**src/rtl/sop_pkg.sv**
```systemverilog
package sop_pkg;
    typedef enum logic [2:0] {
        ST_BLANK = 3'd0,
        ST_PROG  = 3'd1,
        ST_CHECK = 3'd2,
        ST_RUN   = 3'd3,
        ST_FAULT = 3'd4
    } sop_state_e;
endpackage

```
**src/rtl/sop_seq.sv**
```systemverilog
module sop_seq
    import sop_pkg::*;
(
    input  logic clk,
    input  logic rst_n,
    input  logic prog_en,
    input  logic conflict,
    output logic wr_open,
    output logic live,
    output logic cfg_err
);
    sop_state_e state_q, state_d;

    // state register
    always_ff @(posedge clk or negedge rst_n) begin
        if (!rst_n) state_q <= ST_BLANK;
        else        state_q <= state_d;
    end

    // next state
    always_comb begin
        state_d = state_q;
        unique case (state_q)
            ST_BLANK: if (prog_en) state_d = ST_PROG;
            ST_PROG:  if (!prog_en) state_d = ST_CHECK;
            ST_CHECK: begin
                if (prog_en)       state_d = ST_PROG;
                else if (conflict) state_d = ST_FAULT;
                else               state_d = ST_RUN;
            end
            ST_RUN:   if (prog_en) state_d = ST_PROG;
            ST_FAULT: if (prog_en) state_d = ST_PROG;
            default:  state_d = ST_BLANK;
        endcase
    end

    // outputs
    always_comb begin
        wr_open = 1'b0;
        live    = 1'b0;
        cfg_err = 1'b0;
        unique case (state_q)
            ST_PROG:  wr_open = 1'b1;
            ST_RUN:   live    = 1'b1;
            ST_FAULT: cfg_err = 1'b1;
            default:  ;
        endcase
    end

    // live only ever follows a check cycle
    a_r7_live_after_check: assert property (@(posedge clk) disable iff (!rst_n)
        $rose(live) |-> ($past(state_q) == ST_CHECK));

    // programming request always wins
    a_r11_prog_entry: assert property (@(posedge clk) disable iff (!rst_n)
        (prog_en && state_q != ST_PROG) |=> (state_q == ST_PROG));

    // fault only from a check that saw a conflict
    a_r9_fault_origin: assert property (@(posedge clk) disable iff (!rst_n)
        $rose(cfg_err) |-> ($past(state_q) == ST_CHECK && $past(conflict)));
endmodule

```
**src/rtl/sop_cfg_store.sv**
```systemverilog
module sop_cfg_store #(
    parameter int ROWS     = 25,
    parameter int NUM_PT   = 10,
    parameter int LIT_W    = 12,
    parameter int NUM_CELL = 3,
    parameter int ADDR_W   = 5
) (
    input  logic                       clk,
    input  logic                       rst_n,
    input  logic                       wr_open,
    input  logic                       cfg_we,
    input  logic [ADDR_W-1:0]          cfg_addr,
    input  logic [NUM_CELL+LIT_W-1:0]  cfg_data,
    output logic [ROWS*LIT_W-1:0]      mask_flat,
    output logic [ROWS*NUM_CELL-1:0]   claim_flat,
    output logic                       conflict
);
    localparam int WORD_W = NUM_CELL + LIT_W;

    logic [WORD_W-1:0] rows_q [ROWS];
    logic              addr_ok;

    assign addr_ok = ({1'b0, cfg_addr} < (ADDR_W+1)'(ROWS));

    always_ff @(posedge clk or negedge rst_n) begin
        if (!rst_n) begin
            for (int r = 0; r < ROWS; r++) rows_q[r] <= '0;
        end else if (wr_open && cfg_we && addr_ok) begin
            rows_q[cfg_addr] <= cfg_data;
        end
    end

    for (genvar r = 0; r < ROWS; r++) begin : g_unpack
        assign mask_flat[r*LIT_W +: LIT_W]       = rows_q[r][LIT_W-1:0];
        assign claim_flat[r*NUM_CELL +: NUM_CELL] = rows_q[r][WORD_W-1:LIT_W];
    end

    // a pool term claimed by two or more cells is invalid
    always_comb begin
        conflict = 1'b0;
        for (int p = 0; p < NUM_PT; p++) begin
            if ($countones(rows_q[p][WORD_W-1:LIT_W]) > 1) conflict = 1'b1;
        end
    end

    // configuration changes only after a cycle with writes open
    a_r8_locked_rows: assert property (@(posedge clk) disable iff (!rst_n)
        (!$stable(mask_flat) || !$stable(claim_flat)) |-> $past(wr_open));
endmodule

```
**src/rtl/sop_and_array.sv**
```systemverilog
module sop_and_array #(
    parameter int NUM_IN = 6,
    parameter int ROWS   = 25,
    parameter int LIT_W  = 2 * NUM_IN
) (
    input  logic [NUM_IN-1:0]     in_bus,
    input  logic [ROWS*LIT_W-1:0] mask_flat,
    output logic [ROWS-1:0]       term
);
    logic [LIT_W-1:0] lits;

    // even literal = true input, odd literal = inverted input
    for (genvar i = 0; i < NUM_IN; i++) begin : g_lit
        assign lits[2*i]   = in_bus[i];
        assign lits[2*i+1] = ~in_bus[i];
    end

    for (genvar r = 0; r < ROWS; r++) begin : g_term
        logic [LIT_W-1:0] m;
        assign m       = mask_flat[r*LIT_W +: LIT_W];
        // empty mask gives 0 so unused rows stay silent
        assign term[r] = (|m) & (&(~m | lits));
    end
endmodule

```
**src/rtl/sop_alloc.sv**
```systemverilog
module sop_alloc #(
    parameter int NUM_PT   = 10,
    parameter int NUM_CELL = 3,
    parameter int NUM_DIR  = 5,
    parameter int ROWS     = NUM_PT + NUM_CELL * NUM_DIR
) (
    input  logic [ROWS-1:0]          term,
    input  logic [ROWS*NUM_CELL-1:0] claim_flat,
    input  logic                     live,
    output logic [NUM_CELL-1:0]      sum_out,
    output logic [NUM_CELL*NUM_DIR-1:0] ctl_term
);
    for (genvar c = 0; c < NUM_CELL; c++) begin : g_cell
        logic pool_hit;
        logic dir_hit;

        always_comb begin
            pool_hit = 1'b0;
            for (int p = 0; p < NUM_PT; p++) begin
                if (claim_flat[p*NUM_CELL +: NUM_CELL] == (NUM_CELL'(1) << c))
                    pool_hit = pool_hit | term[p];
            end
        end

        for (genvar k = 0; k < NUM_DIR; k++) begin : g_dir
            localparam int ROW = NUM_PT + c * NUM_DIR + k;
            logic routed;
            assign routed = |claim_flat[ROW*NUM_CELL +: NUM_CELL];
            assign ctl_term[c*NUM_DIR + k] = live & term[ROW] & ~routed;
        end

        always_comb begin
            dir_hit = 1'b0;
            for (int k = 0; k < NUM_DIR; k++) begin
                if (|claim_flat[(NUM_PT + c*NUM_DIR + k)*NUM_CELL +: NUM_CELL])
                    dir_hit = dir_hit | term[NUM_PT + c*NUM_DIR + k];
            end
        end

        assign sum_out[c] = live & (pool_hit | dir_hit);
    end
endmodule

```
**src/rtl/sop_fabric.sv**
```systemverilog
module sop_fabric #(
    parameter int NUM_IN   = 6,
    parameter int NUM_PT   = 10,
    parameter int NUM_CELL = 3,
    parameter int NUM_DIR  = 5,
    localparam int LIT_W   = 2 * NUM_IN,
    localparam int ROWS    = NUM_PT + NUM_CELL * NUM_DIR,
    localparam int ADDR_W  = (ROWS > 1) ? $clog2(ROWS) : 1,
    localparam int WORD_W  = NUM_CELL + LIT_W
) (
    input  logic                        clk,
    input  logic                        rst_n,
    input  logic                        prog_en,
    input  logic                        cfg_we,
    input  logic [ADDR_W-1:0]           cfg_addr,
    input  logic [WORD_W-1:0]           cfg_data,
    input  logic [NUM_IN-1:0]           in_bus,
    output logic [NUM_CELL-1:0]         sum_out,
    output logic [NUM_CELL*NUM_DIR-1:0] ctl_term,
    output logic                        live,
    output logic                        cfg_err
);
    logic                     wr_open;
    logic                     conflict;
    logic [ROWS*LIT_W-1:0]    mask_flat;
    logic [ROWS*NUM_CELL-1:0] claim_flat;
    logic [ROWS-1:0]          term;

    sop_seq u_seq (
        .clk      (clk),
        .rst_n    (rst_n),
        .prog_en  (prog_en),
        .conflict (conflict),
        .wr_open  (wr_open),
        .live     (live),
        .cfg_err  (cfg_err)
    );

    sop_cfg_store #(
        .ROWS(ROWS), .NUM_PT(NUM_PT), .LIT_W(LIT_W),
        .NUM_CELL(NUM_CELL), .ADDR_W(ADDR_W)
    ) u_store (
        .clk        (clk),
        .rst_n      (rst_n),
        .wr_open    (wr_open),
        .cfg_we     (cfg_we),
        .cfg_addr   (cfg_addr),
        .cfg_data   (cfg_data),
        .mask_flat  (mask_flat),
        .claim_flat (claim_flat),
        .conflict   (conflict)
    );

    sop_and_array #(
        .NUM_IN(NUM_IN), .ROWS(ROWS), .LIT_W(LIT_W)
    ) u_and (
        .in_bus    (in_bus),
        .mask_flat (mask_flat),
        .term      (term)
    );

    sop_alloc #(
        .NUM_PT(NUM_PT), .NUM_CELL(NUM_CELL), .NUM_DIR(NUM_DIR), .ROWS(ROWS)
    ) u_alloc (
        .term       (term),
        .claim_flat (claim_flat),
        .live       (live),
        .sum_out    (sum_out),
        .ctl_term   (ctl_term)
    );

    // a faulted block keeps its outputs quiet
    a_r9_fault_quiet: assert property (@(posedge clk) disable iff (!rst_n)
        cfg_err |-> (sum_out == '0 && ctl_term == '0 && !live));
endmodule

```
**config.mk**
```make
export PLATFORM = sky130hd
export DESIGN_NAME = sop_fabric
export DESIGN_NICKNAME = d
export VERILOG_FILES = /design/src/rtl/sop_pkg.sv /design/src/rtl/sop_seq.sv /design/src/rtl/sop_cfg_store.sv /design/src/rtl/sop_and_array.sv /design/src/rtl/sop_alloc.sv /design/src/rtl/sop_fabric.sv
export SDC_FILE = /design/constraint.sdc
export NUM_CORES = 1
export LEC_CHECK = 0
export BUFFER_PORTS_ARGS = -buffer_cell sky130_fd_sc_hd__buf_2
export CORE_ASPECT_RATIO = 0.8
export CORE_UTILIZATION = 57
export DETAILED_ROUTE_END_ITERATION = 12
export HOLD_SLACK_MARGIN = 0.06
export PLACE_DENSITY_LB_ADDON = 0.2
export SLEW_MARGIN = 20
export SYNTH_ARGS = -nofsm -noshare
export SYNTH_HDL_FRONTEND = slang
export SYNTH_SLANG_ARGS = --single-unit
```
**constraint.sdc**
```tcl
create_clock -name clk -period 2 [get_ports clk]
set_input_delay 0.2 -clock clk [delete_from_list [all_inputs] [get_ports clk]]
set_output_delay 0.2 -clock clk [all_outputs]
set_load 0.01 [all_outputs]
```
==> impl_metrics.toml <==
[outcome]
status = "complete, but fails checks"
violations = "negative setup slack"

[place]
placedInstanceArea_um2 = 21400
dp_hpwl_um = 32100
place.gp.congestion = 0.883
port_buffers = 49
placedCellCount = 2055

[yosys]
syn-cell-area_um2 = 18200
yosys.area_share.simple_pct = 9.07
synth_edf_count = 0
synth-async-reset-ratio_pct = 100
syn_nets = 1438
synthMuxAreaShare_pct = 31.4
synth-xor-area-share_pct = 0
netlist_instances = 1368
synth_top_family_by_area = "multiplexers"
yosysSeqAreaShare_pct = 52.0
yosys-top-cells-area = "dfrtp_1 (52%), mux2_2 (22%), mux2i_1 (8.3%)"
synth_compound_area_share_pct = 2.00
ys_types = 44
synth.avg_cell_area_um2 = 13.3
yosysTopAreaCell = "dfrtp_1"
synthAdderAreaFrac_pct = 2.75
yosysTopAreaCellShare_pct = 52.0
synthFlopType = "dfrtp_1"
yosys_warnings = 0
ys_seq_elements = 378

[final_layout]
layout.cells.most_common_list = "dfrtp_1 (378), mux2_2 (315), buf_4 (257), mux2i_1 (150), nor4_1 (74)"
final_cell_count_no_fill = 2174
drive_gt1_share_pct = 53.8
fin_util_pct = 77.7
finish.instance_area_um2 = 24400
syn_to_final_growth_pct = 34.3
final_common_cell = "dfrtp_1"
nNetsFinal = 1798

[pwr]
p_per_area_nw_per_um2 = 912
p_leak_nw = 12.3
peakVddDrop_mv = 0.695

[detailed_routing]
ant_nets = 0
routedWlPerCell_um = 25.7
vias = 13418
drc = 0
drt-total-wl_um = 55900
initialDrtViolationCount = 1031
drt_first_pass_iters = 4
via_per_inst = 6.17

[timing]
clock.fmax_mhz = 355
final_max_slew_viol_count = 0
post-route-period-util_pct = 141
fin_crit_ns = 2.82
hold_ws_ns = 0.110
fin_setup_tns_ns = -47.89
setup_violations = 355
rsz0062_at_grt = "true"
hold_viol = 0
slew-limit-headroom_pct = 21.4
tightest_slew_ns = 1.18
fin_ws_ns = -0.817
clock_skew_ns = 0.0166

[clocking]
cts_tree = "built"
cts_num_sinks = 378
max-clock-path-buffers = 3
insertion_delay_ns = 0.54
htree_num_levels = 2
numCtsBuffers = 39
clockRootBuffer = "clkbuf_16"
path_clk_slew_ns = 0.06

[worst_setup_path]
start_kind = "flop"
critical_path_class = "reg2out"
crit_fanout = 2
worst_setup_path_end_kind = "output port"
r2r-start = "u_seq.state_q[1]"
crit_start = "u_store.mask_flat[106]"
r2r_slack_ns = -0.22
cp.required_ns = 1.80
arrival_ns = 2.62

[global_route]
grt_pass1_vias = 13692
antenna_found_initial = 2
grt_max_degree = 73
grt_pass1_wl_um = 81900
grt_overflow = 0
grt_usage_pct = 33.5

[min_path]
hp-start = "cfg_data[12]"
hp-class = "in2reg"

[run]
cap_violations = 0

[floorplanning]
io-pin-count = 50
die_h_um = 162
rows = 58
die_w_um = 202
dieArea_um2 = 32600
initial_core_util_pct = 57.9
core_area_um2 = 31400
[critical path, stage by stage (launching register included)]
cell	delay (ns)
dfrtp_1	0.41
buf_4	0.15
mux2i_1	0.15
nand4_1	0.20
buf_4	0.21
nor4_4	0.23
a22oi_1	0.15
and3_1	0.21
a31oi_2	0.21
buf_2	0.17
[state kept, by name, summed over array words and instances (netlist names)]
name / cells
u_store.mask_flat: 300
u_seq.state_q: 3
u_store.claim_flat: 75
[power by group]
group / switching, W / leakage (nW) / internal (W)
Clock: 0.00302 / 0.643 / 0.00451
Combinational: 0.00261 / 6.56 / 0.00298
Sequential: 0.000647 / 5.10 / 0.00850
Total: 0.00628 / 12.3 / 0.0160
[through the flow]
stage | total power [W] | setup WS [ns]
after floorplan | 0.0115 | -0.110
final | 0.0223 | -0.817
after global placement | 0.0136 | -0.469
after global routing | 0.0231 | -0.838
after detailed placement | 0.0138 | -0.550
after CTS | 0.0219 | -0.792
[path summary, 6_finish.rpt]
kind | to | cells after the start
setup reg to reg | u_store.mask_flat[52] | 8
hold / removal | u_store.claim_flat[24] | 4
max in group asynchronous | u_store.claim_flat[51] | 3
setup / recovery | sum_out[0] | 9
hold reg to reg | u_store.claim_flat[72] | 1
min in group asynchronous | u_store.mask_flat[127] | 2
[cells by family (layout without fill, tap and decap cells)]
group           count (synthesis)  in the layout
buf+inv                       108            489
fa+ha+maj                      40             40
flops                         378            378
compound gates                 46             46
other cells                     0              3
mux                           520            520
simple gates                  276            278
[synthesized netlist by cell type, types with 17 or more instances]
master and instances:
nor4_1 108, buf_2 42, ha_1 40, clkbuf_1 33
nand4_1 26, nor3b_1 17, inv_1 22, dfrtp_1 378
mux2i_1 151, a31o_2 17, mux2_2 359, nand2_1 53
[layout make-up]
class,instances,area (µm²)
Clock buffer,59,1200
Fill cell,1826,7000
Tap cell,420,526
Antenna cell,3,7.51
Inverter,22,87.6
Timing Repair Buffer,403,3870
Multi-Input combinational cell,884,9170
Sequential cell,378,9460
Clock inverter,5,100
[what timing repair did]
item | 4_1_cts | 5_1_grt
resized for setup | 126 | 123
pin swaps | 39 | 17
hold buffers | 2 | 0
endpoints found under the hold margin | 120 | 0
endpoints found under the setup margin | 121 | 377
cloned | 6 | 8
buffers inserted | 29 | 17
[layer usage]
layer | global-route usage, % | up-vias | routed length (µm) | part of all wire [%]
li1 | - | 5827 | - | -
met1 | 48.1 | 6929 | 24000 | 43
met2 | 51.6 | 522 | 25600 | 46
met3 | 6.18 | 140 | 4380 | 7.8
met4 | 11.1 | 0 | 1870 | 3.3
met5 | 0 | - | 0 | 0
No activity file was read; power rests on OpenSTA's default activity.
